[config.mk]
export PLATFORM = sky130hd
export DESIGN_NAME = addu_top
export DESIGN_NICKNAME = d
export VERILOG_FILES = /design/src/rtl/addu_pkg.sv /design/src/rtl/addu_operand_sel.sv /design/src/rtl/addu_core.sv /design/src/rtl/addu_flag_regs.sv /design/src/rtl/addu_top.sv
export SDC_FILE = /design/constraint.sdc
export NUM_CORES = 1
export LEC_CHECK = 0
export BUFFER_PORTS_ARGS = -buffer_cell sky130_fd_sc_hd__buf_2
export CORE_MARGIN = 2
export CORE_UTILIZATION = 46
export CTS_CLUSTER_SIZE = 40
export DETAILED_ROUTE_END_ITERATION = 16
export PLACE_DENSITY = 0.78
export SLEW_MARGIN = 0
export SYNTH_ARGS = -nofsm -noshare
export SYNTH_HDL_FRONTEND = slang
export SYNTH_SLANG_ARGS = --single-unit
export TNS_END_PERCENT = 5
[constraint.sdc]
create_clock -name clk -period 4.5 [get_ports clk]
set_clock_uncertainty 0.15 [all_clocks]
set_input_delay 1.35 -clock clk [delete_from_list [all_inputs] [get_ports clk]]
set_output_delay 1.35 -clock clk [all_outputs]
set_load 0.01 [all_outputs]
[src/rtl/addu_pkg.sv]
package addu_pkg;
  // bit1: immediate operand, bit0: carry-in from flag
  typedef enum logic [1:0] {
    OP_ADD   = 2'b00,
    OP_ADDC  = 2'b01,
    OP_ADDI  = 2'b10,
    OP_ADDIC = 2'b11
  } addu_op_e;

  function automatic logic op_uses_imm(addu_op_e op);
    return op[1];
  endfunction

  function automatic logic op_uses_cin(addu_op_e op);
    return op[0];
  endfunction
endpackage

[src/rtl/addu_operand_sel.sv]
module addu_operand_sel #(
  parameter int DATA_W = 32,
  parameter int IMM_W  = 16
) (
  input  addu_pkg::addu_op_e op,
  input  logic [DATA_W-1:0]  opb,
  input  logic [IMM_W-1:0]   imm,
  input  logic               carry_q,
  output logic [DATA_W-1:0]  b_eff,
  output logic               cin
);
  localparam int EXT_W = DATA_W - IMM_W;

  logic [DATA_W-1:0] imm_ext;

  generate
    if (EXT_W > 0) begin : g_sext
      assign imm_ext = {{EXT_W{imm[IMM_W-1]}}, imm};
    end else begin : g_trunc
      assign imm_ext = imm[DATA_W-1:0];
    end
  endgenerate

  always_comb begin
    b_eff = addu_pkg::op_uses_imm(op) ? imm_ext : opb;
    cin   = addu_pkg::op_uses_cin(op) & carry_q;
  end
endmodule

[src/rtl/addu_core.sv]
module addu_core #(
  parameter int DATA_W    = 32,
  parameter bit OVF_CARRY = 1'b0  // 1: overflow from carries around msb
) (
  input  logic [DATA_W-1:0] a,
  input  logic [DATA_W-1:0] b,
  input  logic              cin,
  output logic [DATA_W-1:0] sum,
  output logic              cout,
  output logic              ovf
);
  localparam int LOW_W = DATA_W - 1;

  logic [DATA_W:0] full;

  always_comb begin
    full = {1'b0, a} + {1'b0, b} + {{DATA_W{1'b0}}, cin};
    sum  = full[DATA_W-1:0];
    cout = full[DATA_W];
  end

  generate
    if (OVF_CARRY) begin : g_ovf_cc
      logic [LOW_W:0] low;
      always_comb begin
        low = {1'b0, a[LOW_W-1:0]} + {1'b0, b[LOW_W-1:0]} + {{LOW_W{1'b0}}, cin};
        ovf = low[LOW_W] ^ full[DATA_W];
      end
    end else begin : g_ovf_sign
      always_comb begin
        ovf = (a[DATA_W-1] == b[DATA_W-1]) && (full[DATA_W-1] != a[DATA_W-1]);
      end
    end
  endgenerate
endmodule

[src/rtl/addu_flag_regs.sv]
module addu_flag_regs (
  input  logic clk,
  input  logic rst,
  input  logic issue,
  input  logic res_carry,
  input  logic res_ovf,
  input  logic wr,
  input  logic wr_carry,
  input  logic wr_ovf,
  input  logic wr_ove,
  output logic carry_q,
  output logic ovf_q,
  output logic ove_q
);
  always_ff @(posedge clk) begin
    if (rst) begin
      carry_q <= 1'b0;
      ovf_q   <= 1'b0;
      ove_q   <= 1'b0;
    end else if (wr) begin
      carry_q <= wr_carry;
      ovf_q   <= wr_ovf;
      ove_q   <= wr_ove;
    end else if (issue) begin
      carry_q <= res_carry;
      ovf_q   <= res_ovf;
    end
  end
endmodule

[src/rtl/addu_top.sv]
module addu_top #(
  parameter int DATA_W    = 32,
  parameter int IMM_W     = 16,
  parameter bit OVF_CARRY = 1'b0
) (
  input  logic              clk,
  input  logic              rst,
  input  logic              in_valid,
  output logic              in_ready,
  input  logic [1:0]        in_op,
  input  logic [DATA_W-1:0] in_opa,
  input  logic [DATA_W-1:0] in_opb,
  input  logic [IMM_W-1:0]  in_imm,
  output logic              out_valid,
  input  logic              out_ready,
  output logic [DATA_W-1:0] out_sum,
  input  logic              flag_wr,
  input  logic              flag_wr_carry,
  input  logic              flag_wr_ovf,
  input  logic              flag_wr_ove,
  output logic              carry_flag,
  output logic              ovf_flag,
  output logic              ove_flag,
  output logic              range_exc
);
  addu_pkg::addu_op_e op_e;
  logic [DATA_W-1:0]  b_eff;
  logic               cin;
  logic [DATA_W-1:0]  sum_c;
  logic               cout_c;
  logic               ovf_c;
  logic               take;

  assign op_e     = addu_pkg::addu_op_e'(in_op);
  assign in_ready = ~out_valid | out_ready;
  assign take     = in_valid & in_ready;

  addu_operand_sel #(.DATA_W(DATA_W), .IMM_W(IMM_W)) u_sel (
    .op      (op_e),
    .opb     (in_opb),
    .imm     (in_imm),
    .carry_q (carry_flag),
    .b_eff   (b_eff),
    .cin     (cin)
  );

  addu_core #(.DATA_W(DATA_W), .OVF_CARRY(OVF_CARRY)) u_core (
    .a    (in_opa),
    .b    (b_eff),
    .cin  (cin),
    .sum  (sum_c),
    .cout (cout_c),
    .ovf  (ovf_c)
  );

  addu_flag_regs u_flags (
    .clk       (clk),
    .rst       (rst),
    .issue     (take),
    .res_carry (cout_c),
    .res_ovf   (ovf_c),
    .wr        (flag_wr),
    .wr_carry  (flag_wr_carry),
    .wr_ovf    (flag_wr_ovf),
    .wr_ove    (flag_wr_ove),
    .carry_q   (carry_flag),
    .ovf_q     (ovf_flag),
    .ove_q     (ove_flag)
  );

  always_ff @(posedge clk) begin
    if (rst) begin
      out_valid <= 1'b0;
      range_exc <= 1'b0;
      out_sum   <= '0;
    end else begin
      range_exc <= take & ovf_c & ove_flag;
      if (take) begin
        out_valid <= 1'b1;
        out_sum   <= sum_c;
      end else if (out_ready) begin
        out_valid <= 1'b0;
      end
    end
  end
endmodule

==> flow_summary.html <==
<table>
<tr><th>Metric</th><th>Value</th></tr>
<tr><th colspan="2">Clocking</th></tr>
<tr><td>CTS H-tree lvls</td><td>2</td></tr>
<tr><td>Number of buffers between clock root and the deepest sink</td><td>2</td></tr>
<tr><td>Clock network latency to the later pin of the worst-skew pair</td><td>0.29 ns</td></tr>
<tr><td>Post_cts resized</td><td>0</td></tr>
<tr><td>Post-CTS Hold Fix Bufs</td><td>0</td></tr>
<tr><td>Post-CTS setup buffer count</td><td>0</td></tr>
<tr><td>Clock root cell</td><td>sky130_fd_sc_hd__clkbuf_8</td></tr>
<tr><td>Post-CTS clock slew at the launch and capture registers of the worst setup and hold paths</td><td>0.08 ns</td></tr>
<tr><td># clock sinks</td><td>37</td></tr>
<tr><td>Clock buffers created by TritonCTS</td><td>5</td></tr>
<tr><td>Clock tree from TritonCTS</td><td>built</td></tr>
<tr><th colspan="2">Timing</th></tr>
<tr><td>Final Slew Violations</td><td>0</td></tr>
<tr><td>Highest attainable clock frequency</td><td>0.2405 GHz</td></tr>
<tr><td>Total negative setup slack</td><td>0 ns</td></tr>
<tr><td>Setup repair after global routing missed its margin</td><td>no</td></tr>
<tr><td>Final setup viols</td><td>0</td></tr>
<tr><td>Measured slew at the worst slew-check pin</td><td>0.6753 ns</td></tr>
<tr><td>Post-layout min period</td><td>4.159 ns</td></tr>
<tr><td>Number of endpoints with negative hold slack in the final report</td><td>0</td></tr>
<tr><td>Worst slew margin relative to its limit</td><td>0.5498</td></tr>
<tr><td>Final clock period utilization by the worst path</td><td>0.9241</td></tr>
<tr><th colspan="2">Synth</th></tr>
<tr><td>Mapped Area</td><td>0.003413 mm^2</td></tr>
<tr><td>Largest cells by area after synthesis</td><td>sky130_fd_sc_hd__dfxtp_1, sky130_fd_sc_hd__ha_1, sky130_fd_sc_hd__a21oi_1, sky130_fd_sc_hd__o21ai_0, sky130_fd_sc_hd__nand2_1</td></tr>
<tr><td>Proportion of synthesized chip area in sequential cells</td><td>0.2170</td></tr>
<tr><td>Mapped Avg Cell Area</td><td>7.420 um^2</td></tr>
<tr><td>Share of synthesized flip-flops with an asynchronous set or reset</td><td>0</td></tr>
<tr><td>YS warnings</td><td>0</td></tr>
<tr><td>Instance count of the mapped netlist</td><td>460</td></tr>
<tr><td>Top-area cell type share of the netlist area</td><td>0.2170</td></tr>
<tr><td>Net Count, Synth</td><td>583</td></tr>
<tr><td>Number of storage elements in the synthesis netlist</td><td>37</td></tr>
<tr><td>Number of enable-type register cells in the synthesized netlist</td><td>0</td></tr>
<tr><td>Dominant cell by count in the synthesized netlist</td><td>sky130_fd_sc_hd__nand2_1</td></tr>
<tr><td>Number of different library cells in the post-synthesis netlist</td><td>59</td></tr>
<tr><td>Top post-synthesis cells by count</td><td>sky130_fd_sc_hd__nand2_1, sky130_fd_sc_hd__a21oi_1, sky130_fd_sc_hd__o21ai_0</td></tr>
<tr><td>Biggest area consumer among synthesized cells</td><td>sky130_fd_sc_hd__dfxtp_1</td></tr>
<tr><td>Primary flip-flop cell chosen by synthesis mapping</td><td>sky130_fd_sc_hd__dfxtp_1</td></tr>
<tr><th colspan="2">Global routing</th></tr>
<tr><td>Number of global-route vias before repair</td><td>3,521</td></tr>
<tr><td>First-pass GRT wire length</td><td>16,060 um</td></tr>
<tr><td>Antenna violations before repair</td><td>0</td></tr>
<tr><td>All-layer global routing usage</td><td>0.2333</td></tr>
<tr><td>Maximum number of pins on one net before global-route repair</td><td>23</td></tr>
<tr><td>Grt ovf</td><td>0</td></tr>
<tr><th colspan="2">Floorplanning</th></tr>
<tr><td>Cell row count</td><td>31</td></tr>
<tr><td>Area of the core</td><td>0.007214 mm^2</td></tr>
<tr><td>Effective utilization at floorplan</td><td>0.4731</td></tr>
<tr><td>Die height</td><td>90.14 um</td></tr>
<tr><td>Top-Level Pins</td><td>128</td></tr>
<tr><td>Width of the chip</td><td>90.14 um</td></tr>
<tr><td>Floorplan die area</td><td>0.008125 mm^2</td></tr>
<tr><th colspan="2">Critical path</th></tr>
<tr><td>Depth of the most critical reg-to-reg path</td><td>10</td></tr>
<tr><td>Number of logic stages on the critical path including buffering</td><td>11</td></tr>
<tr><td>Cells along the critical path</td><td>buf_2 &gt; mux2_2 &gt; fa_1 &gt; fa_1 &gt; a21oi_1 &gt; o211ai_2 &gt; a211oi_1 &gt; o41a_1 &gt; o221ai_1 &gt; xnor2_1 &gt; o21ai_0</td></tr>
<tr><td>Category of the worst setup path launch point</td><td>input port</td></tr>
<tr><td>CP Buf/Inv Count</td><td>1</td></tr>
<tr><td>Slowest-stage cell, CP</td><td>sky130_fd_sc_hd__fa_1</td></tr>
<tr><td>Crit path launch</td><td>in_op[1]</td></tr>
<tr><td>Data arrival time at the worst-slack endpoint</td><td>4.16 ns</td></tr>
<tr><td>Cell type group with the largest total delay on the critical path</td><td>compound AO/OA/AOI/OAI gates</td></tr>
<tr><td>Highest fanout seen on the critical path</td><td>3</td></tr>
<tr><td>Register-to-register setup slack</td><td>1.38 ns</td></tr>
<tr><td>Type of element capturing the critical path</td><td>flop</td></tr>
<tr><td>Dominant cell type by count on the critical path</td><td>sky130_fd_sc_hd__fa_1</td></tr>
<tr><td>Maximum single-stage delay on the critical path</td><td>0.43 ns</td></tr>
<tr><td>Req. time, crit path</td><td>4.50 ns</td></tr>
<tr><td>Start of the worst register-to-register path</td><td>u_flags.carry_q$_SDFFE_PP0P_</td></tr>
<tr><td>Setup CP Type</td><td>input port to flop</td></tr>
<tr><th colspan="2">Routing</th></tr>
<tr><td>Vias per Instance</td><td>5.594</td></tr>
<tr><td>Avg WL per Cell</td><td>14.35 um</td></tr>
<tr><td>Number of nets still failing antenna checks after routing</td><td>0</td></tr>
<tr><td>Number of DRC markers after the initial detailed-route iteration</td><td>217</td></tr>
<tr><td>Number of design rule violations left after detail routing</td><td>0</td></tr>
<tr><td>Vias</td><td>3,798</td></tr>
<tr><td>Detailed-router iteration count before antenna repair</td><td>5</td></tr>
<tr><td>Total wirelength of the detailed-routed design</td><td>9744 um</td></tr>
<tr><th colspan="2">Status</th></tr>
<tr><td>Status</td><td>complete, no violations</td></tr>
<tr><th colspan="2">Final layout</th></tr>
<tr><td>Share of post-route cells with drive strength above 1</td><td>0.2897</td></tr>
<tr><td>Fill cell count</td><td>720</td></tr>
<tr><td>Nets</td><td>702</td></tr>
<tr><td>Inserted Diodes</td><td>0</td></tr>
<tr><td>Core Util, Final</td><td>0.5907</td></tr>
<tr><td>Area added between synthesis and finish</td><td>24.85%</td></tr>
<tr><th colspan="2">Power and ir drop</th></tr>
<tr><td>Power density over the cells</td><td>282.0 mW/mm^2</td></tr>
<tr><td>Leakage power total</td><td>2.103 nW</td></tr>
<tr><td>Total power draw</td><td>1.202 mW</td></tr>
<tr><td>Largest voltage drop on the vdd net</td><td>117.5 uV</td></tr>
<tr><th colspan="2">Min path</th></tr>
<tr><td>Number of stages on the worst hold path</td><td>2</td></tr>
<tr><td>Worst Hold Class</td><td>flop to flop</td></tr>
<tr><td>Hold Path Origin</td><td>out_sum[9]$_SDFFE_PP0P_</td></tr>
<tr><th colspan="2">Placement</th></tr>
<tr><td>Placer's final routability congestion estimate</td><td>0.8852</td></tr>
<tr><td>Buffers on Ports</td><td>127</td></tr>
<tr><td>DPL Wire Length</td><td>7769 um</td></tr>
<tr><th colspan="2">Job</th></tr>
<tr><td>Max-capacitance violation count</td><td>0</td></tr>
</table>
[through the flow]
stage          instance area [um^2]  hold slack (ns)  setup slack [ns]  std cells
3_5_place_dp                   4150           0.2946           0.05257        671
5_1_grt                        4262           0.3353            0.1408        679
3_3_place_gp                   4150           0.2860            0.1671        671
2_1_floorplan                  3413           0.3261            0.1623        460
6_report                       4262           0.2997            0.3414        679
4_1_cts                        4262           0.3053            0.3575        679
[per-layer routing]
metal,routed length (um),track usage,up-vias
met5,0,0,-
met4,144,0.05385,0
met3,558,0.03437,13
met2,4726,0.4073,147
met1,4315,0.3039,1737
li1,-,-,1901
[power breakdown]
part	switching [mW]	internal, mW
sequential	0.0204	0.366
clock	0.133	0.167
combinational	0.294	0.223
total	0.447	0.755
[flip-flops by register name (all words and copies together), names as in the netlist]
register and cells:
range_exc 1, out_sum 32, u_flags.ovf_q 1, u_flags.ove_q 1, u_flags.carry_q 1, out_valid 1
[cell families (layout without fill, tap and decap cells)]
| logic type | after synthesis | in the layout | share of synthesized area |
|---|---|---|---|
| DFF | 37 | 37 | 0.2170 |
| muxes | 19 | 19 | 0.06122 |
| xor gates and xnor gates | 22 | 22 | 0.05645 |
| AOI/OAI and AO/OA | 158 | 158 | 0.2907 |
| and+or+nand+nor | 138 | 138 | 0.1899 |
| buffers and inverters | 53 | 173 | 0.05938 |
| adders and majority gates | 33 | 33 | 0.1254 |
[path summary, 6_finish.rpt]
path,endpoint
worst min-delay path,out_sum[9]$_SDFFE_PP0P_
worst max register to register,out_sum[26]$_SDFFE_PP0P_
worst min register to register,out_sum[9]$_SDFFE_PP0P_
worst max-delay path,out_sum[26]$_SDFFE_PP0P_
[area by class of cell]
type,instances,area [um^2],area share
multi-input cells,370,2470,0.5796
flip-flops and latches,37,740.7,0.1738
repair buffers,137,710.7,0.1668
well taps,99,123.9,0.02907
inverters,28,105.1,0.02466
clock buffers,6,72.57,0.01703
clock inverters,2,38.79,0.009102
[worst register-to-register path: stages, from the launching register on]
cell	delay, ns
sky130_fd_sc_hd__dfxtp_1	0.33
sky130_fd_sc_hd__and2_1	0.15
sky130_fd_sc_hd__fa_1	0.40
sky130_fd_sc_hd__fa_1	0.42
sky130_fd_sc_hd__a21oi_1	0.27
sky130_fd_sc_hd__o211ai_2	0.13
sky130_fd_sc_hd__a211oi_1	0.40
sky130_fd_sc_hd__o41a_1	0.31
sky130_fd_sc_hd__o221ai_1	0.17
sky130_fd_sc_hd__xnor2_1	0.16
sky130_fd_sc_hd__o21ai_0	0.09
[layout by cell type, fill, tap and decap left out, drive strengths merged, types with 4 or more instances in the layout]
master	n
a31oi	5
a21o	14
clkbuf	6
dfxtp	37
xnor2	11
nand4	8
nor2b	4
xor2	11
nor2	26
nor3b	4
mux2	15
o211ai	5
buf	137
nand3	9
inv	28
ha	31
o21a	4
and3	5
nor3	11
o21ai	51
nand2	57
mux2i	4
a21oi	50
Power figures use the tool's default switching activity.
